**config.mk**
```make
export PLATFORM = sky130hd
export DESIGN_NAME = laser_tx_supervisor
export DESIGN_NICKNAME = d
export VERILOG_FILES = /design/src/rtl/laser_sup_pkg.sv /design/src/rtl/laser_sup_sync.sv /design/src/rtl/laser_sup_filter.sv /design/src/rtl/laser_sup_datapath.sv /design/src/rtl/laser_sup_ctrl.sv /design/src/rtl/laser_tx_supervisor.sv
export SDC_FILE = /design/constraint.sdc
export NUM_CORES = 1
export LEC_CHECK = 0
export CORE_MARGIN = 2
export CORE_UTILIZATION = 41
export CTS_BUF_LIST = sky130_fd_sc_hd__clkbuf_2 sky130_fd_sc_hd__clkbuf_4 sky130_fd_sc_hd__clkbuf_8
export DETAILED_ROUTE_END_ITERATION = 6
export HOLD_SLACK_MARGIN = 0.12
export PLACE_DENSITY_LB_ADDON = 0.12
export SLEW_MARGIN = 20
export SYNTH_ARGS = -nofsm -noshare
export SYNTH_HDL_FRONTEND = slang
export SYNTH_HIERARCHICAL = 1
export SYNTH_SLANG_ARGS = --single-unit
```
**constraint.sdc**
```tcl
create_clock -name clk -period 2 [get_ports clk]
set_input_delay 0.2 -clock clk [delete_from_list [all_inputs] [get_ports clk]]
set_output_delay 0.2 -clock clk [all_outputs]
set_load 0.05 [all_outputs]
```
**src/rtl/laser_sup_pkg.sv**
```systemverilog
package laser_sup_pkg;
  localparam int ALARM_N    = 5;
  localparam int AL_BIASMON = 0;
  localparam int AL_PDHIGH  = 1;
  localparam int AL_PDLOW   = 2;
  localparam int AL_ERSHORT = 3;
  localparam int AL_BIASLOW = 4;

  typedef enum logic [1:0] {ST_INIT, ST_RUN, ST_FAULT} supStateT;

  typedef struct packed {
    logic startMask;
  } ctrlStrobeT;

  typedef struct packed {
    logic disHigh;
    logic disFell;
    logic holdMet;
    logic maskDone;
    logic alarmAny;
    logic overrideOn;
  } dpStatusT;
endpackage

```
**src/rtl/laser_sup_sync.sv**
```systemverilog
module laser_sup_sync #(
  parameter int   W       = 1,
  parameter logic RST_BIT = 1'b0
) (
  input  logic         clk,
  input  logic         rstN,
  input  logic [W-1:0] asyncIn,
  output logic [W-1:0] syncOut
);
  logic [W-1:0] stage1;

  always_ff @(posedge clk or negedge rstN) begin
    if (!rstN) begin
      stage1  <= {W{RST_BIT}};
      syncOut <= {W{RST_BIT}};
    end else begin
      stage1  <= asyncIn;
      syncOut <= stage1;
    end
  end
endmodule

```
**src/rtl/laser_sup_filter.sv**
```systemverilog
module laser_sup_filter #(
  parameter int FILT_TICKS = 3
) (
  input  logic clk,
  input  logic rstN,
  input  logic tick,
  input  logic rawIn,
  output logic qualOut
);
  localparam int CW = $clog2(FILT_TICKS + 1);
  localparam logic [CW-1:0] FULL = CW'(FILT_TICKS);

  logic [CW-1:0] persistCnt;

  always_ff @(posedge clk or negedge rstN) begin
    if (!rstN)                             persistCnt <= '0;
    else if (!rawIn)                       persistCnt <= '0;
    else if (tick && persistCnt != FULL)   persistCnt <= persistCnt + 1'b1;
  end

  assign qualOut = rawIn && (persistCnt == FULL);

  // a qualified flag implies the raw flag was already present a cycle earlier
  a_r10_no_single_cycle: assert property (@(posedge clk) disable iff (!rstN)
    qualOut |-> $past(rawIn));
endmodule

```
**src/rtl/laser_sup_datapath.sv**
```systemverilog
module laser_sup_datapath
  import laser_sup_pkg::*;
#(
  parameter int TICK_DIV   = 100,
  parameter int MASK_TICKS = 25000,
  parameter int HOLD_TICKS = 6,
  parameter int FILT_TICKS = 3
) (
  input  logic               clk,
  input  logic               rstN,
  input  logic               txDisableIn,
  input  logic               modeVoltageIn,
  input  logic               overrideIn,
  input  logic [ALARM_N-1:0] alarmIn,
  input  ctrlStrobeT         strobe,
  output dpStatusT           status
);
  localparam int TW = (TICK_DIV > 1) ? $clog2(TICK_DIV) : 1;
  localparam int MW = $clog2(MASK_TICKS + 1);
  localparam int HW = $clog2(HOLD_TICKS + 1);
  localparam logic [TW-1:0] TICK_LAST = TW'(TICK_DIV - 1);
  localparam logic [MW-1:0] MASK_END  = MW'(MASK_TICKS);
  localparam logic [HW-1:0] HOLD_END  = HW'(HOLD_TICKS);
  localparam int SW = ALARM_N + 2;

  logic [TW-1:0] divCnt;
  logic          tick;
  logic          disSync;
  logic          disPrev;
  logic [SW-1:0] miscSync;
  logic [ALARM_N-1:0] alarmSync, alarmGated, alarmQual;
  logic          modeSync, overrideSync;
  logic [MW-1:0] maskCnt;
  logic [HW-1:0] holdCnt;
  logic          maskDone, holdMet;

  // shared time base
  always_ff @(posedge clk or negedge rstN) begin
    if (!rstN)      divCnt <= '0;
    else if (tick)  divCnt <= '0;
    else            divCnt <= divCnt + 1'b1;
  end
  assign tick = (divCnt == TICK_LAST);

  // disable path resets to "disabled"
  laser_sup_sync #(.W(1), .RST_BIT(1'b1)) u_disSync (
    .clk(clk), .rstN(rstN), .asyncIn(txDisableIn), .syncOut(disSync));

  laser_sup_sync #(.W(SW), .RST_BIT(1'b0)) u_miscSync (
    .clk(clk), .rstN(rstN),
    .asyncIn({overrideIn, modeVoltageIn, alarmIn}),
    .syncOut(miscSync));

  assign alarmSync    = miscSync[ALARM_N-1:0];
  assign modeSync     = miscSync[ALARM_N];
  assign overrideSync = miscSync[ALARM_N+1];

  // extinction-reference short only meaningful in voltage setpoint mode
  always_comb begin
    alarmGated = alarmSync;
    if (!modeSync) alarmGated[AL_ERSHORT] = 1'b0;
  end

  for (genvar g = 0; g < ALARM_N; g++) begin : g_filt
    laser_sup_filter #(.FILT_TICKS(FILT_TICKS)) u_filt (
      .clk(clk), .rstN(rstN), .tick(tick),
      .rawIn(alarmGated[g]), .qualOut(alarmQual[g]));
  end

  // start-up mask window
  always_ff @(posedge clk or negedge rstN) begin
    if (!rstN)                     maskCnt <= '0;
    else if (strobe.startMask)     maskCnt <= '0;
    else if (tick && !maskDone)    maskCnt <= maskCnt + 1'b1;
  end
  assign maskDone = (maskCnt == MASK_END);

  // minimum hold time of the disable level
  always_ff @(posedge clk or negedge rstN) begin
    if (!rstN) begin
      holdCnt <= '0;
      disPrev <= 1'b1;
    end else begin
      disPrev <= disSync;
      if (!disSync)               holdCnt <= '0;
      else if (tick && !holdMet)  holdCnt <= holdCnt + 1'b1;
    end
  end
  assign holdMet = (holdCnt == HOLD_END);

  assign status.disHigh    = disSync;
  assign status.disFell    = disPrev && !disSync;
  assign status.holdMet    = holdMet;
  assign status.maskDone   = maskDone;
  assign status.alarmAny   = |alarmQual;
  assign status.overrideOn = overrideSync;

  // a restart strobe always reopens the window
  a_r2_window_restart: assert property (@(posedge clk) disable iff (!rstN)
    strobe.startMask |=> !maskDone);

  // hold qualification never survives a low disable level
  a_r4_hold_needs_high: assert property (@(posedge clk) disable iff (!rstN)
    holdMet |-> $past(disSync));
endmodule

```
**src/rtl/laser_sup_ctrl.sv**
```systemverilog
module laser_sup_ctrl
  import laser_sup_pkg::*;
(
  input  logic       clk,
  input  logic       rstN,
  input  dpStatusT   sts,
  output ctrlStrobeT strobe,
  output logic       biasEn,
  output logic       modEn,
  output logic       failFlag,
  output logic       ready
);
  supStateT state, nextState;
  logic     driveOk;

  always_ff @(posedge clk or negedge rstN) begin
    if (!rstN) state <= ST_INIT;
    else       state <= nextState;
  end

  always_comb begin
    nextState = state;
    unique case (state)
      ST_INIT:  if (sts.maskDone) nextState = sts.alarmAny ? ST_FAULT : ST_RUN;
      ST_RUN:   if (sts.alarmAny) nextState = ST_FAULT;
      ST_FAULT: if (sts.disFell && sts.holdMet) nextState = ST_INIT;
      default:  nextState = ST_INIT;
    endcase
  end

  assign strobe.startMask = (state == ST_FAULT) && (nextState == ST_INIT);

  assign driveOk  = !sts.disHigh &&
                    ((state == ST_RUN) || ((state == ST_FAULT) && sts.overrideOn));
  assign biasEn   = driveOk;
  assign modEn    = driveOk;
  assign failFlag = (state == ST_FAULT);
  assign ready    = (state == ST_RUN);

  // the fault persists unless a qualified clear is seen
  a_r3_fault_latched: assert property (@(posedge clk) disable iff (!rstN)
    failFlag && !(sts.disFell && sts.holdMet) |=> failFlag);

  // a fault only drops after the hold time was met
  a_r4_clear_after_hold: assert property (@(posedge clk) disable iff (!rstN)
    $fell(failFlag) |-> $past(sts.holdMet));

  // without override a fault keeps both drivers off
  a_r9_fault_drivers_off: assert property (@(posedge clk) disable iff (!rstN)
    failFlag && !sts.overrideOn |-> !biasEn && !modEn);

  // ready only once the mask window has run out
  a_r11_ready_after_window: assert property (@(posedge clk) disable iff (!rstN)
    ready |-> sts.maskDone);
endmodule

```
**src/rtl/laser_tx_supervisor.sv**
```systemverilog
module laser_tx_supervisor
  import laser_sup_pkg::*;
#(
  parameter int TICK_DIV   = 100,
  parameter int MASK_TICKS = 25000,
  parameter int HOLD_TICKS = 6,
  parameter int FILT_TICKS = 3
) (
  input  logic clk,
  input  logic rstN,
  input  logic txDisable,
  input  logic modeVoltage,
  input  logic failOverride,
  input  logic biasMonHigh,
  input  logic pdSetHigh,
  input  logic pdSetLow,
  input  logic erRefShort,
  input  logic biasNodeLow,
  output logic biasEn,
  output logic modEn,
  output logic failFlag,
  output logic ready
);
  ctrlStrobeT         strobe;
  dpStatusT           status;
  logic [ALARM_N-1:0] alarmVec;

  always_comb begin
    alarmVec             = '0;
    alarmVec[AL_BIASMON] = biasMonHigh;
    alarmVec[AL_PDHIGH]  = pdSetHigh;
    alarmVec[AL_PDLOW]   = pdSetLow;
    alarmVec[AL_ERSHORT] = erRefShort;
    alarmVec[AL_BIASLOW] = biasNodeLow;
  end

  laser_sup_datapath #(
    .TICK_DIV(TICK_DIV), .MASK_TICKS(MASK_TICKS),
    .HOLD_TICKS(HOLD_TICKS), .FILT_TICKS(FILT_TICKS)
  ) u_dp (
    .clk(clk), .rstN(rstN), .txDisableIn(txDisable),
    .modeVoltageIn(modeVoltage), .overrideIn(failOverride),
    .alarmIn(alarmVec), .strobe(strobe), .status(status));

  laser_sup_ctrl u_ctrl (
    .clk(clk), .rstN(rstN), .sts(status), .strobe(strobe),
    .biasEn(biasEn), .modEn(modEn), .failFlag(failFlag), .ready(ready));

  // a disable level seen over three edges has shut both drivers
  a_r1_disable_shutdown: assert property (@(posedge clk) disable iff (!rstN)
    txDisable && $past(txDisable) && $past(txDisable, 2) |-> !biasEn && !modEn);
endmodule

```
---- Word-level counts from Yosys, hierarchy flattened ----
Index checks and enable logic that the tools add are counted.
word-level totals
  register bits after elaboration ......... 54
  bits of input ports ..................... 10
  output and inout port bits .............. 4
  word-level logic and storage cells ...... 89
operators by class
  add/subtract/negate cells ............... 8
  equal/unequal tests ..................... 21
  multiplexer cells ....................... 21
  reductions and logical operators ........ 25
operator list
  operator                                               count
  two-way mux 15 bit                                     2
  two-way mux 2 bit                                      14
  inequality test 2 bit, second input constant           9
  logical AND 1 bit                                      17
  adder 15 x 1 -> 15 bit, second input constant          1
  == test 15 bit, second input constant                  1
  == test 2 bit, second input constant                   6
  adder 2 x 1 -> 2 bit, second input constant            5
  adder 7 x 1 -> 7 bit, second input constant            1
  == test 7 bit, second input constant                   1
  two-way mux 7 bit                                      1
  two-way mux 3 bit                                      2
  one-hot mux 2 bit (3 select lines)                     1
  OR reduction 5 bit                                     1
  logical NOT 2 bit                                      2
  inequality test 2 x 1 -> 1 bit, second input constant  2
  adder 3 x 1 -> 3 bit, second input constant            1
  == test 3 bit, second input constant                   1
  logical NOT 1 bit                                      3
  == test 2 x 1 -> 1 bit, second input constant          1
  nonzero test 2 bit                                     1
  logical OR 1 bit                                       1
  two-way mux 1 bit                                      1

---- Logic depth before layout (Yosys ltp) ----
  depth in word-level cells ............... 9
  mapped depth ............................ 8
  gate-level depth less buffers ........... 6

---- Modules after synthesis ----
The synthesis kept the hierarchy.
by module, submodules not included
  module                            instances  cells an instance  area an instance (um2)
  laser_sup_datapath                1          150                1476.4
  laser_sup_filter                  5          11                 121.4
  laser_sup_sync (u_dp.u_miscSync)  1          14                 350.3
  laser_sup_ctrl                    1          13                 123.9
  laser_sup_sync (u_dp.u_disSync)   1          2                  52.6

---- Worst setup path before layout ----
OpenSTA, ideal clock, no wires.
  path type ............................... reg-to-output
  start ................................... register u_ctrl.state[0]
  end ..................................... output port modEn
  arrival ................................. 1.715 ns
  data required time ...................... 1.800 ns
  slack ................................... 0.085 ns
  stages on the path, launching flop included .. 4
  path through ............................ dfrtp_1 > nand3b_1 > a21oi_1 > buf_4
on the way
  longest elaborated chain between the ends .. 4
  elaborated cells on any way between the ends .. 5
RTL lines
  item                    RTL line                   RTL
  start, declared         laser_sup_ctrl.sv:13       supStateT state, nextState;
  start signal, assigned  laser_sup_ctrl.sv:18       else state <= nextState;
  == test 2 bit           laser_sup_ctrl.sv:34       ((state == ST_RUN) || ((state == ST_FAULT) && sts.overrideOn));
  logical AND 1 bit       laser_sup_ctrl.sv:34
  logical OR 1 bit (*)    laser_sup_ctrl.sv:34
  logical AND 1 bit (*)   laser_sup_ctrl.sv:33       assign driveOk = !sts.disHigh &&
  end, declared           laser_tx_supervisor.sv:20  output logic modEn,
Every way passes the cells marked *; elsewhere a longest branch is shown, timed or not.

==> results.yml <==
layout:
  nNetsFinal: 275
  multi_input_area_um2: 1150
  final_util_pct: 47.4
  register_area_um2: 1360
  fillers: 588
  area_growth_pct: 13.4
  final_cells: 333
  num_antenna_cells: 0
  drive_gt1_share_pct: 15.2
  fin_area_um2: 2960
yosys:
  yosysMostFrequentCell: "dfrtp_1"
  netlist_top_cells_area: "dfrtp_1 (49%), ha_1 (4.8%), nand2_1 (3.5%)"
  synth-seq-area-share_pct: 51.9
  syn_avg_cell_area_um2: 11.2
  ys_ff_latch: 54
  synth_top_area_share_pct: 48.9
  synth_top_area_cell: "dfrtp_1"
  synth_commonest_cells: "dfrtp_1 (51), nand2_1 (24), a21oi_1 (16)"
  yosysWarnings: 6
  syn_area_um2: 2610
  synthFlopType: "dfrtp_1"
  syn-num-nets: 254
  synth_cell_types: 42
  synthArstFlopShare_pct: 100
  postSynthCellCount: 234
  synth-edff-count: 0
hold_path:
  min_path_type: "input port to flop"
  whs_endpoint: "u_dp/u_disSync/stage1$_DFF_PN1_"
  min_path_cells: 1
  hold_start: "txDisable"
clock_network:
  cts_buffers: 5
  cts_tree: "yes"
  clock_sink_count: 54
  clk_latency_ns: 0.31
  path_clk_slew_ns: 0.10
  clockRootBuffer: "clkbuf_8"
  clockBufferDepth: 2
  htree_num_levels: 2
floorplanning:
  pin_count: 14
  initial_core_util_pct: 41.8
  die_x_um: 83.8
  die_h_um: 83.8
  die-area_um2: 7020
  placementRows: 29
  coreArea_um2: 6240
routing:
  post-route-drc-count: 0
  vias_per_cell: 5.22
  drt_iter0_markers: 85
  via_count: 1738
  post_drt_wl_per_cell_um: 13.4
  drt_wl_total_um: 4470
  ant_nets: 0
  first_pass_iters: 4
grt:
  grt_start_max_net_pins: 55
  grtUsageMet1_pct: 19.7
  busiest_layer: "met2"
  antenna_found_initial: 0
  grt_util_met2_pct: 22.4
  grt_first_pass_wirelength_um: 8110
  grtUsageMet3_pct: 3.36
  grt-ovfl-total: 0
  grt_pass1_vias: 1788
  grt_use_total_pct: 14.2
place:
  dp_hpwl_um: 3080
  gp_congestion: 0.752
  placed_cell_area_um2: 2830
  port_buffers: 13
  place_inst: 323
flow_run:
  cap_violations: 0
worst_setup_path:
  end_kind: "flop"
  rrSetupSlack_ns: 0.16
  crit_arrival_ns: 2.08
  r2r_end: "u_dp/maskCnt[4]$_DFFE_PN0P_"
  r2r_start: "u_dp/maskCnt[0]$_DFFE_PN0P_"
  crit_path_start_kind: "flop"
  cp_max_fo: 14
  critical_path_class: "flop to flop"
  reg2reg_depth: 6
  worstPathRequired_ns: 2.24
timing:
  max_freq_mhz: 543
  min_period_ns: 1.84
  finalMaxSlewViolations: 0
  tns_ns: 0
  max_slew_margin_pct: 66.8
  grt_setup_unrepaired: "no"
  final.setup_skew_ns: 0.00750
  fin_crit_sh_pct: 92.0
  finalSetupViolCount: 0
  tightest_slew_ns: 0.497
  final-hold-violation-count: 0
pwr:
  ir_worst_vdd_uv: 446
  leakagePower_nw: 1.31
  powerDensity_nw_per_um2: 617
  power_w: 0.00183
run_status:
  status: "finished, final reports clean"
## metal layers
layer | wire (µm) | up-vias
met5 | 0 | -
met4 | 29 | 0
li1 | - | 874
met3 | 120 | 2
met1 | 2270 | 845
met2 | 2040 | 17
## layout by cell type (no fill, tap or decap), drive strengths merged
master and instances:
a21oi 16, a22o 1, and2 10, and2b 1, and3 3, and3b 2
and4 4, and4bb 1, buf 12, clkbuf 6, clkdlybuf4s50 8, clkinvlp 1
dfrtp 51, dfstp 3, dlygate4sd3 1, dlymetal6s2s 2, ha 10, inv 12
mux2 1, mux2i 8, nand2 24, nand2b 4, nand3 8, nand3b 3
nand4 3, nand4b 1, nand4bb 5, nor2 7, nor2b 8, nor3 1
nor4b 1, nor4bb 1, o21ai 8, o21ba 1, o31ai 11, or3 2
or4 11, xnor2 3, xor2 1
## where the power goes
part	switching, W	internal [W]	leakage [nW]
combinational	0.0000248	0.0000210	0.566
sequential	0.00000963	0.00111	0.697
clock	0.000374	0.000286	0.0478
total	0.000409	0.00142	1.31
## stage by stage
| stage | setup slack (ns) | hold WS (ns) |
|---|---|---|
| 6_report | 0.159 | 0.285 |
| 5_1_grt | 0.00856 | 0.284 |
| 4_1_cts | 0.0333 | 0.274 |
| 3_5_place_dp | 0.0899 | 0.222 |
| 3_3_place_gp | 0.163 | 0.219 |
| 2_1_floorplan | 0.0848 | -0.0956 |
## final cells by class
type                            instances  area share [%]
Tap cell                               77            3.25
Inverter                               11            1.39
Timing Repair Buffer                   23            7.27
Multi-Input combinational cell        160            39.0
Clock inverter                          2           0.549
Sequential cell                        54            45.8
Clock buffer                            6            2.79
## worst max-delay path, cell delays in order (launching register included)
cell and delay, ns:
dfrtp_1 0.41, inv_1 0.08, ha_1 0.18, nor4bb_1 0.13
and4_2 0.32, or4_1 0.50, a21oi_2 0.15
## cells by family (layout without fill, tap and decap cells)
kind of cell / count (synthesis) / after routing / synth area share (%)
and+or+nand+nor: 100 / 100 / 25.9
DFF: 54 / 54 / 51.9
AOI/OAI and AO/OA: 37 / 37 / 8.49
buffers and inverters: 20 / 42 / 4.07
adders and majority gates: 10 / 10 / 4.79
muxes: 9 / 9 / 3.50
xor gates and xnor gates: 4 / 4 / 1.34
## what timing repair did
item,4_1_cts,5_1_grt
hold buffers,1,0
buffers inserted,0,1
gates resized for setup,0,4
hold endpoints to repair,51,0
setup endpoints to repair,0,4
## state kept, by name, indices dropped and copies added (netlist names)
signal and count:
u_dp/u_miscSync/stage1 7, u_dp/u_miscSync/syncOut 7, u_dp/maskCnt 15, u_dp/divCnt 7
u_dp/u_disSync/stage1 1, u_dp/u_disSync/syncOut 1, u_dp/g_filt.u_filt/persistCnt 10, u_dp/disPrev 1
u_ctrl/state 2, u_dp/holdCnt 3
## worst max path at each step
stage	slack (ns)	startpoint	endpoint	depth (start not counted)
2_1_floorplan	0.08	u_ctrl/state[0]$_DFF_PN0_	modEn	3
3_3_place_gp	0.16	u_dp/maskCnt[0]$_DFFE_PN0P_	u_dp/maskCnt[0]$_DFFE_PN0P_	6
3_5_place_dp	0.09	u_dp/maskCnt[0]$_DFFE_PN0P_	u_dp/maskCnt[0]$_DFFE_PN0P_	6
4_1_cts	0.03	u_ctrl/state[0]$_DFF_PN0_	failFlag	2
5_1_grt	0.009	u_dp/divCnt[1]$_DFF_PN0_	u_dp/maskCnt[4]$_DFFE_PN0P_	6
6_report	0.16	u_dp/maskCnt[0]$_DFFE_PN0P_	u_dp/maskCnt[4]$_DFFE_PN0P_	6
No activity file was read; power rests on OpenSTA's default activity.
